--- config.mk ---
export PLATFORM = sky130hd
export DESIGN_NAME = bearing_msg_tx
export DESIGN_NICKNAME = d
export VERILOG_FILES = /design/src/rtl/bmt_pkg.sv /design/src/rtl/bmt_baud.sv /design/src/rtl/bmt_char_ser.sv /design/src/rtl/bmt_msg_div.sv /design/src/rtl/bearing_msg_tx.sv
export SDC_FILE = /design/constraint.sdc
export NUM_CORES = 1
export LEC_CHECK = 0
export ABC_AREA = 1
export CORE_AREA = 10 10 67 69
export DETAILED_ROUTE_END_ITERATION = 7
export DIE_AREA = 0 0 77 79
export DONT_BUFFER_PORTS = 1
export MAX_ROUTING_LAYER = met4
export PLACE_DENSITY = 0.81
export RECOVER_POWER = 100
export SLEW_MARGIN = 5
export SYNTH_ARGS = -nofsm -noshare
export SYNTH_HDL_FRONTEND = slang
export SYNTH_SLANG_ARGS = --single-unit
--- constraint.sdc ---
create_clock -name clk_i -period 1.9 [get_ports clk_i]
set_input_delay 0.19 -clock clk_i [delete_from_list [all_inputs] [get_ports clk_i]]
set_output_delay 0.19 -clock clk_i [all_outputs]
set_load 0.005 [all_outputs]
--- src/rtl/bmt_pkg.sv ---
package bmt_pkg;
  localparam int unsigned MSG_CHARS  = 7;
  localparam int unsigned FRAME_BITS = 10;
  localparam logic [7:0] CH_LEAD  = 8'h25;
  localparam logic [7:0] CH_SEP   = 8'h2F;
  localparam logic [7:0] CH_QUAL  = 8'h37;
  localparam logic [7:0] CH_END   = 8'h0D;
  localparam logic [7:0] CH_ZERO  = 8'h30;

  function automatic logic [7:0] char_at(input logic [2:0] idx, input logic [3:0] h,
                                         input logic [3:0] t, input logic [3:0] u);
    case (idx)
      3'd0:    char_at = CH_LEAD;
      3'd1:    char_at = CH_ZERO + {4'd0, h};
      3'd2:    char_at = CH_ZERO + {4'd0, t};
      3'd3:    char_at = CH_ZERO + {4'd0, u};
      3'd4:    char_at = CH_SEP;
      3'd5:    char_at = CH_QUAL;
      default: char_at = CH_END;
    endcase
  endfunction
endpackage

--- src/rtl/bmt_baud.sv ---
module bmt_baud #(
  parameter int unsigned CLKS_PER_BIT = 16
) (
  input  logic clk_i,
  input  logic rst_ni,
  input  logic clear_i,
  input  logic en_i,
  output logic tick_o
);
  localparam int unsigned CW = (CLKS_PER_BIT > 1) ? $clog2(CLKS_PER_BIT) : 1;
  localparam logic [CW-1:0] LAST = CW'(CLKS_PER_BIT - 1);

  logic [CW-1:0] cnt_q;

  assign tick_o = en_i && (cnt_q == LAST);

  always_ff @(posedge clk_i or negedge rst_ni) begin
    if (!rst_ni)      cnt_q <= '0;
    else if (clear_i) cnt_q <= '0;
    else if (en_i)    cnt_q <= tick_o ? '0 : cnt_q + 1'b1;
  end
endmodule

--- src/rtl/bmt_char_ser.sv ---
module bmt_char_ser #(
  parameter int unsigned CLKS_PER_BIT = 16
) (
  input  logic       clk_i,
  input  logic       rst_ni,
  input  logic       load_i,
  input  logic [7:0] data_i,
  output logic       line_o,
  output logic       last_o
);
  import bmt_pkg::*;
  localparam int unsigned BW = $clog2(FRAME_BITS);
  localparam logic [BW-1:0] STOP_POS = BW'(FRAME_BITS - 1);

  logic [FRAME_BITS-1:0] sh_q;
  logic [BW-1:0]         bit_q;
  logic                  act_q;
  logic                  tick;

  bmt_baud #(.CLKS_PER_BIT(CLKS_PER_BIT)) baud_i (
    .clk_i   (clk_i),
    .rst_ni  (rst_ni),
    .clear_i (load_i),
    .en_i    (act_q),
    .tick_o  (tick)
  );

  assign last_o = tick && (bit_q == STOP_POS);
  assign line_o = act_q ? sh_q[0] : 1'b1;

  // load wins over the final tick so characters run back to back
  always_ff @(posedge clk_i or negedge rst_ni) begin
    if (!rst_ni) begin
      sh_q  <= '1;
      bit_q <= '0;
      act_q <= 1'b0;
    end else if (load_i) begin
      sh_q  <= {1'b1, data_i, 1'b0};
      bit_q <= '0;
      act_q <= 1'b1;
    end else if (tick) begin
      sh_q <= {1'b1, sh_q[FRAME_BITS-1:1]};
      if (bit_q == STOP_POS) act_q <= 1'b0;
      else                   bit_q <= bit_q + 1'b1;
    end
  end
endmodule

--- src/rtl/bmt_msg_div.sv ---
module bmt_msg_div #(
  parameter int unsigned PERIOD = 7
) (
  input  logic clk_i,
  input  logic rst_ni,
  input  logic start_i,
  output logic strobe_o
);
  localparam int unsigned CW = (PERIOD > 1) ? $clog2(PERIOD) : 1;
  localparam logic [CW-1:0] LAST = CW'(PERIOD - 1);

  logic [CW-1:0] cnt_q;

  always_ff @(posedge clk_i or negedge rst_ni) begin
    if (!rst_ni) begin
      cnt_q    <= '0;
      strobe_o <= 1'b0;
    end else begin
      strobe_o <= start_i && (cnt_q == '0);
      if (start_i) cnt_q <= (cnt_q == LAST) ? '0 : cnt_q + 1'b1;
    end
  end
endmodule

--- src/rtl/bearing_msg_tx.sv ---
module bearing_msg_tx #(
  parameter int unsigned CLKS_PER_BIT = 16,
  parameter bit          INVERT_LINE  = 1'b0,
  parameter int unsigned STROBE_EVERY = 7
) (
  input  logic       clk_i,
  input  logic       rst_ni,
  input  logic       send_i,
  input  logic [3:0] hund_i,
  input  logic [3:0] tens_i,
  input  logic [3:0] units_i,
  output logic       ser_o,
  output logic       busy_o,
  output logic       strobe_o
);
  import bmt_pkg::*;
  localparam logic [2:0] LAST_CHAR = 3'(MSG_CHARS - 1);

  logic       busy_q;
  logic [2:0] idx_q;
  logic [3:0] h_q, t_q, u_q;
  logic       accept, ser_last, load, line;
  logic [7:0] next_char;

  assign accept    = send_i && !busy_q;
  assign load      = accept || (ser_last && idx_q != LAST_CHAR);
  assign next_char = char_at(accept ? 3'd0 : idx_q + 3'd1, h_q, t_q, u_q);

  always_ff @(posedge clk_i or negedge rst_ni) begin
    if (!rst_ni) begin
      busy_q <= 1'b0;
      idx_q  <= '0;
      h_q    <= '0;
      t_q    <= '0;
      u_q    <= '0;
    end else if (accept) begin
      busy_q <= 1'b1;
      idx_q  <= '0;
      h_q    <= hund_i;
      t_q    <= tens_i;
      u_q    <= units_i;
    end else if (ser_last) begin
      if (idx_q == LAST_CHAR) busy_q <= 1'b0;
      else                    idx_q  <= idx_q + 1'b1;
    end
  end

  bmt_char_ser #(.CLKS_PER_BIT(CLKS_PER_BIT)) ser_i (
    .clk_i  (clk_i),
    .rst_ni (rst_ni),
    .load_i (load),
    .data_i (next_char),
    .line_o (line),
    .last_o (ser_last)
  );

  bmt_msg_div #(.PERIOD(STROBE_EVERY)) div_i (
    .clk_i    (clk_i),
    .rst_ni   (rst_ni),
    .start_i  (accept),
    .strobe_o (strobe_o)
  );

  assign ser_o  = line ^ INVERT_LINE;
  assign busy_o = busy_q;
endmodule

# Word-level counts from Yosys, hierarchy flattened
# Index checks and enable logic that the tools add are counted.
# Widths: inputs -> output; s select.
# totals
regBits	39
inputBits	15
output_inout_bits	3
word_cells	69
# classes
addsub	7
n_eq_ne	12
muxes	21
n_reduce_logical	18
# op_table
cell	count
$pmux 7 s6	1
$mux 4	6
$add 6x4->7 const A	3
$mux 10	2
$mux 3	5
$eq 3x3->1 const B	4
$reduce_bool 2->1	5
$add 4x1->4 const B	2
$eq 4x4->1 const B	2
$reduce_and 2->1	4
$mux 1	7
$add 3x1->3 const B	2
$eq 3x2->1 const B	2
$logic_not 3->1	2
$logic_and 1x1->1	5
$ne 2x2->1 const B	2
$eq 3x1->1 const B	1
$ne 3x3->1 const B	1
$logic_not 1->1	1
$logic_or 1x1->1	1

# Longest topological paths before layout
# logic_depth
depth_word	7
mapped_depth	12
mapped_depth_nobuf	12

# By module
# Synthesis repeated with hierarchy kept, for this count alone.
# hier_totals
cells_unflattened	251
hier_area_um2	1964.4
# modules_own_cells
mod	n_inst	cells_each	area_per_inst_um2	seq_area_each_um2
bearing_msg_tx	1	120	884.6	400.4
bmt_char_ser	1	81	686.9	361.6
bmt_baud	1	30	224.0	100.1
bmt_msg_div	1	20	168.9	100.1

# Worst setup path before layout
# OpenSTA, ideal clock, no wires.
# synth_timing
kind	reg-to-reg
start	reg idx_q[0]
end	reg ser_i.sh_q[2]
setup_time_ns	0.073
t_arrival_ns	1.396
required_ns	1.827
setup_slack_ns	0.431
stages_incl_launch_ff	10
n_path_buf	0
period_less_slack_ns	1.469
cell_sequence	dfrtp_1 > inv_1 > ha_1 > inv_1 > nand2_1 > nor2_1 > nand3_1 > o21ai_0 > nor2_1 > o21bai_1
# synth_via
elab_chain_cells	5
elab_cells_between_ends	14
classes_between	1 x add/sub; 6 x eq/ne; 3 x mux; 4 x reduce/logical
# synth_lines
element	line	source
from (decl)	bearing_msg_tx.sv:20	logic [2:0] idx_q;
from (signal assigned)	bearing_msg_tx.sv:44	else idx_q <= idx_q + 1'b1;
$add 3x1->3	bearing_msg_tx.sv:27	assign next_char = char_at(accept ? 3'd0 : idx_q + 3'd1, h_q, t_q, u_q);
$mux 3	bearing_msg_tx.sv:27	
$eq 3x3->1, or another cell as far along	bmt_pkg.sv:12	case (idx)
$pmux 7 s6	bmt_pkg.sv:12	
$mux 10	bmt_char_ser.sv:37	end else if (load_i) begin
to (signal assigned)	bmt_char_ser.sv:38	sh_q <= {1'b1, data_i, 1'b0};
to (signal assigned)	bmt_char_ser.sv:42	sh_q <= {1'b1, sh_q[FRAME_BITS-1:1]};
to (decl)	bmt_char_ser.sv:15	logic [FRAME_BITS-1:0] sh_q;
# Parallel ways exist; a longest one is shown, timed or not.
# A chain may end at the register's enable or synchronous reset.

# Worst setup path after layout
# Ends and elaborated chain as after synthesis.

==> metrics.yaml <==
yosys:
  syn_inst: 232
  netlist_area_um2: 1900
  yosysWarningCount: 0
  syn_avg_cell_area_um2: 8.18
  postSynthNetCount: 252
  synth_seq_cells: 38
  yosysUniqueCellTypes: 28
  synth_seq_area_share_pct: 50.7
drt:
  dr.first_iter.drc_count: 131
  vias_per_cell: 5.10
  drc: 0
  finalWirelength_um: 3920
  ant_nets: 0
  wl_per_cell_um: 13.1
  firstDrtPassIters: 4
  vias: 1525
worst_setup_path:
  crit_arrival_ns: 2.03
  critPathKind: "flip-flop to flip-flop"
  crit_required_ns: 2.17
  cp_cell_sequence: "inv_1 -> ha_1 -> inv_1 -> nand2_1 -> nor2_1 -> nand3_1 -> o21ai_0 -> nor2_1 -> o21bai_1"
  critPathMaxStageDelay_ns: 0.43
  cpMaxStageDelayCell: "dfrtp_1"
  critPathMaxFanout: 6
  start_kind: "flip-flop"
  end_kind: "flip-flop"
global_routing:
  grt_max_degree: 39
  grt_pass1_wl_um: 6940
  first_global_vias: 1544
  antenna_found_initial: 0
  grt_usage_pct: 14.2
  overflow: 0
job:
  maxCapViolCount: 0
clock_tree:
  clk_latency_ns: 0.35
  cts.clk_slew.worst_paths_ns: 0.11
  cts.sinks: 38
  cts_buffer_depth: 2
  ctsRootBufferMaster: "clkbuf_4"
  cts_resized: 0
  cts_buffers: 5
  htreeDepth: 2
  cts_tree: "done"
  post_cts_buffers: 0
power_and_ir_drop:
  peakVddDrop_uv: 392
  p_leak_nw: 1.12
  finalPower_mw: 1.39
  power_density_nw_per_um2: 642
floorplan:
  start_util_pct: 58.7
  core_area_um2: 3230
  io_pins: 18
  num_rows: 21
  fp.dieH_um: 79
  dieArea_um2: 6080
  die_w_um: 77
sta:
  relSlewSlack_pct: 39.5
  timing.final.crit_share_pct: 92.4
  skew_ns: 0.0169
  rsz0062_at_grt: "yes"
  finalSetupViolations: 0
  finalSetupTns_ns: 0
  timing.fmax_mhz: 570
  tightest_slew_ns: 0.908
  finalHoldViolCount: 0
  final.min_clock_period_ns: 1.76
  timing.hold.ws_ns: 0.231
  slew_viol_final: 0
finish:
  antenna_cells_inserted: 0
  final_layout_size_suffix_gt1_share_pct: 13.0
  regArea_um2: 962
  final_core_util_pct: 66.9
  fillCellCount: 253
  fin_nets: 272
  multi_input_area_um2: 820
  syn2layout_area_growth_pct: 14.0
min_path:
  hold_path_class: "input pin to flip-flop"
placed_design:
  dp.final_hpwl_um: 2630
  globalplace.congestion: 0.768
  portBuffers: 0
run_status:
  run_status: "finished, final reports clean"
sequential cells by signal (all words and copies together) (netlist names):
register and count:
busy_o 1, div_i.cnt_q 3, div_i.strobe_o 1, h_q 4, idx_q 3, ser_i.act_q 1, ser_i.baud_i.cnt_q 4, ser_i.bit_q 4
ser_i.sh_q 9, t_q 4, u_q 4
Yosys cell counts (all sizes together):
master  count  area, um2
a211oi      1       7.51
a21boi      1       7.51
a21oi       5       25.0
a22oi       1       7.51
buf         3       22.5
clkbuf      2       7.51
clkinv      1       5.00
dfrtp      29        726
dfstp       9        236
ha          5       62.6
inv        20       75.1
nand2      89        362
nand3      18       90.1
nor2       19       86.3
nor3        1       5.00
nor4        1       6.26
o211ai      2       15.0
o21ai      18       93.8
o21bai      1       7.51
o22ai       1       6.26
o31ai       1       7.51
xor2        4       35.0
placed cells by master (no fill, tap or decap):
cell type,synthesis,routed
a211oi_1,1,1
xor2_1,4,4
nand2_2,5,3
o21bai_1,1,1
nand2_1,82,84
a21oi_1,5,5
nor4_1,1,1
clkbuf_2,0,1
o21ai_0,14,15
a21boi_0,1,1
o31ai_1,1,1
nor3_1,1,1
dfrtp_1,29,29
nor2_1,17,17
dlygate4sd3_1,0,13
clkinv_2,1,3
nor2_4,2,2
nand3_1,18,18
o211ai_1,2,2
buf_4,3,3
ha_1,5,5
clkbuf_4,0,6
o21ai_2,1,1
bufinv_16,0,1
o22ai_1,1,1
nand2_4,2,2
inv_1,18,18
dfstp_2,9,9
o21ai_1,3,2
a22oi_1,1,1
inv_2,2,2
metal layers:
layer / global-route usage, % / vias to the layer above / wire length [um]
met4: 3.83 / 0 / 24
met1: 16.4 / 715 / 1810
met5: - / - / 0
li1: - / 774 / -
met2: 23.5 / 34 / 1920
met3: 4.39 / 2 / 172
cells by family after synthesis:
group | share of synthesized area [%]
adders and majority gates | 3.30
AOI/OAI and AO/OA | 9.37
buffers and inverters | 5.80
xor gates and xnor gates | 1.85
and+or+nand+nor | 29.0
DFF | 50.7
repair_timing:
action	in CTS	in global routing
setup endpoints to repair	0	2
hold buffers	14	0
endpoints found under the hold margin	50	0
final timing paths:
kind | startpoint | endpoint | slack (ns) | cells after the start
min in group asynchronous | rst_ni | t_q[0] | 0.49 | 2
setup reg to reg | idx_q[0] | ser_i.sh_q[2] | 0.14 | 9
max in group asynchronous | rst_ni | u_q[1] | 0.83 | 2
hold / removal | send_i | ser_i.act_q | 0.23 | 3
hold reg to reg | div_i.cnt_q[1] | div_i.strobe_o | 0.45 | 1
setup / recovery | idx_q[0] | ser_i.sh_q[2] | 0.14 | 9
through the flow:
step	std cells	setup WS [ns]	instance area, um2
after CTS	299	0.168	2180
after global placement	277	0.221	1950
after floorplan	232	0.431	1900
after detailed placement	277	0.214	1950
final	299	0.145	2160
after global routing	299	-0.00592	2160
critical path: cells and delay by family, from the launching register on:
family / cells / cell delay (ns)
simple gates: 4 / 0.52
flops: 1 / 0.43
buf+inv: 2 / 0.27
compound gates: 2 / 0.22
fa+ha+maj: 1 / 0.27
where the power goes:
group / leakage (nW) / switching [mW] / internal, mW
clock: 0.0450 / 0.269 / 0.273
combinational: 0.611 / 0.0190 / 0.0184
sequential: 0.464 / 0 / 0.810
total: 1.12 / 0.288 / 1.10
final cells by class:
class	instances	share of cell area [%]
well taps	46	2.66
flip-flops and latches	38	44.5
clock buffers	5	1.74
multi-input cells	168	37.9
clock inverters	3	1.85
inverters	21	3.70
repair buffers	18	7.64
(Power assumes the default switching activity.)
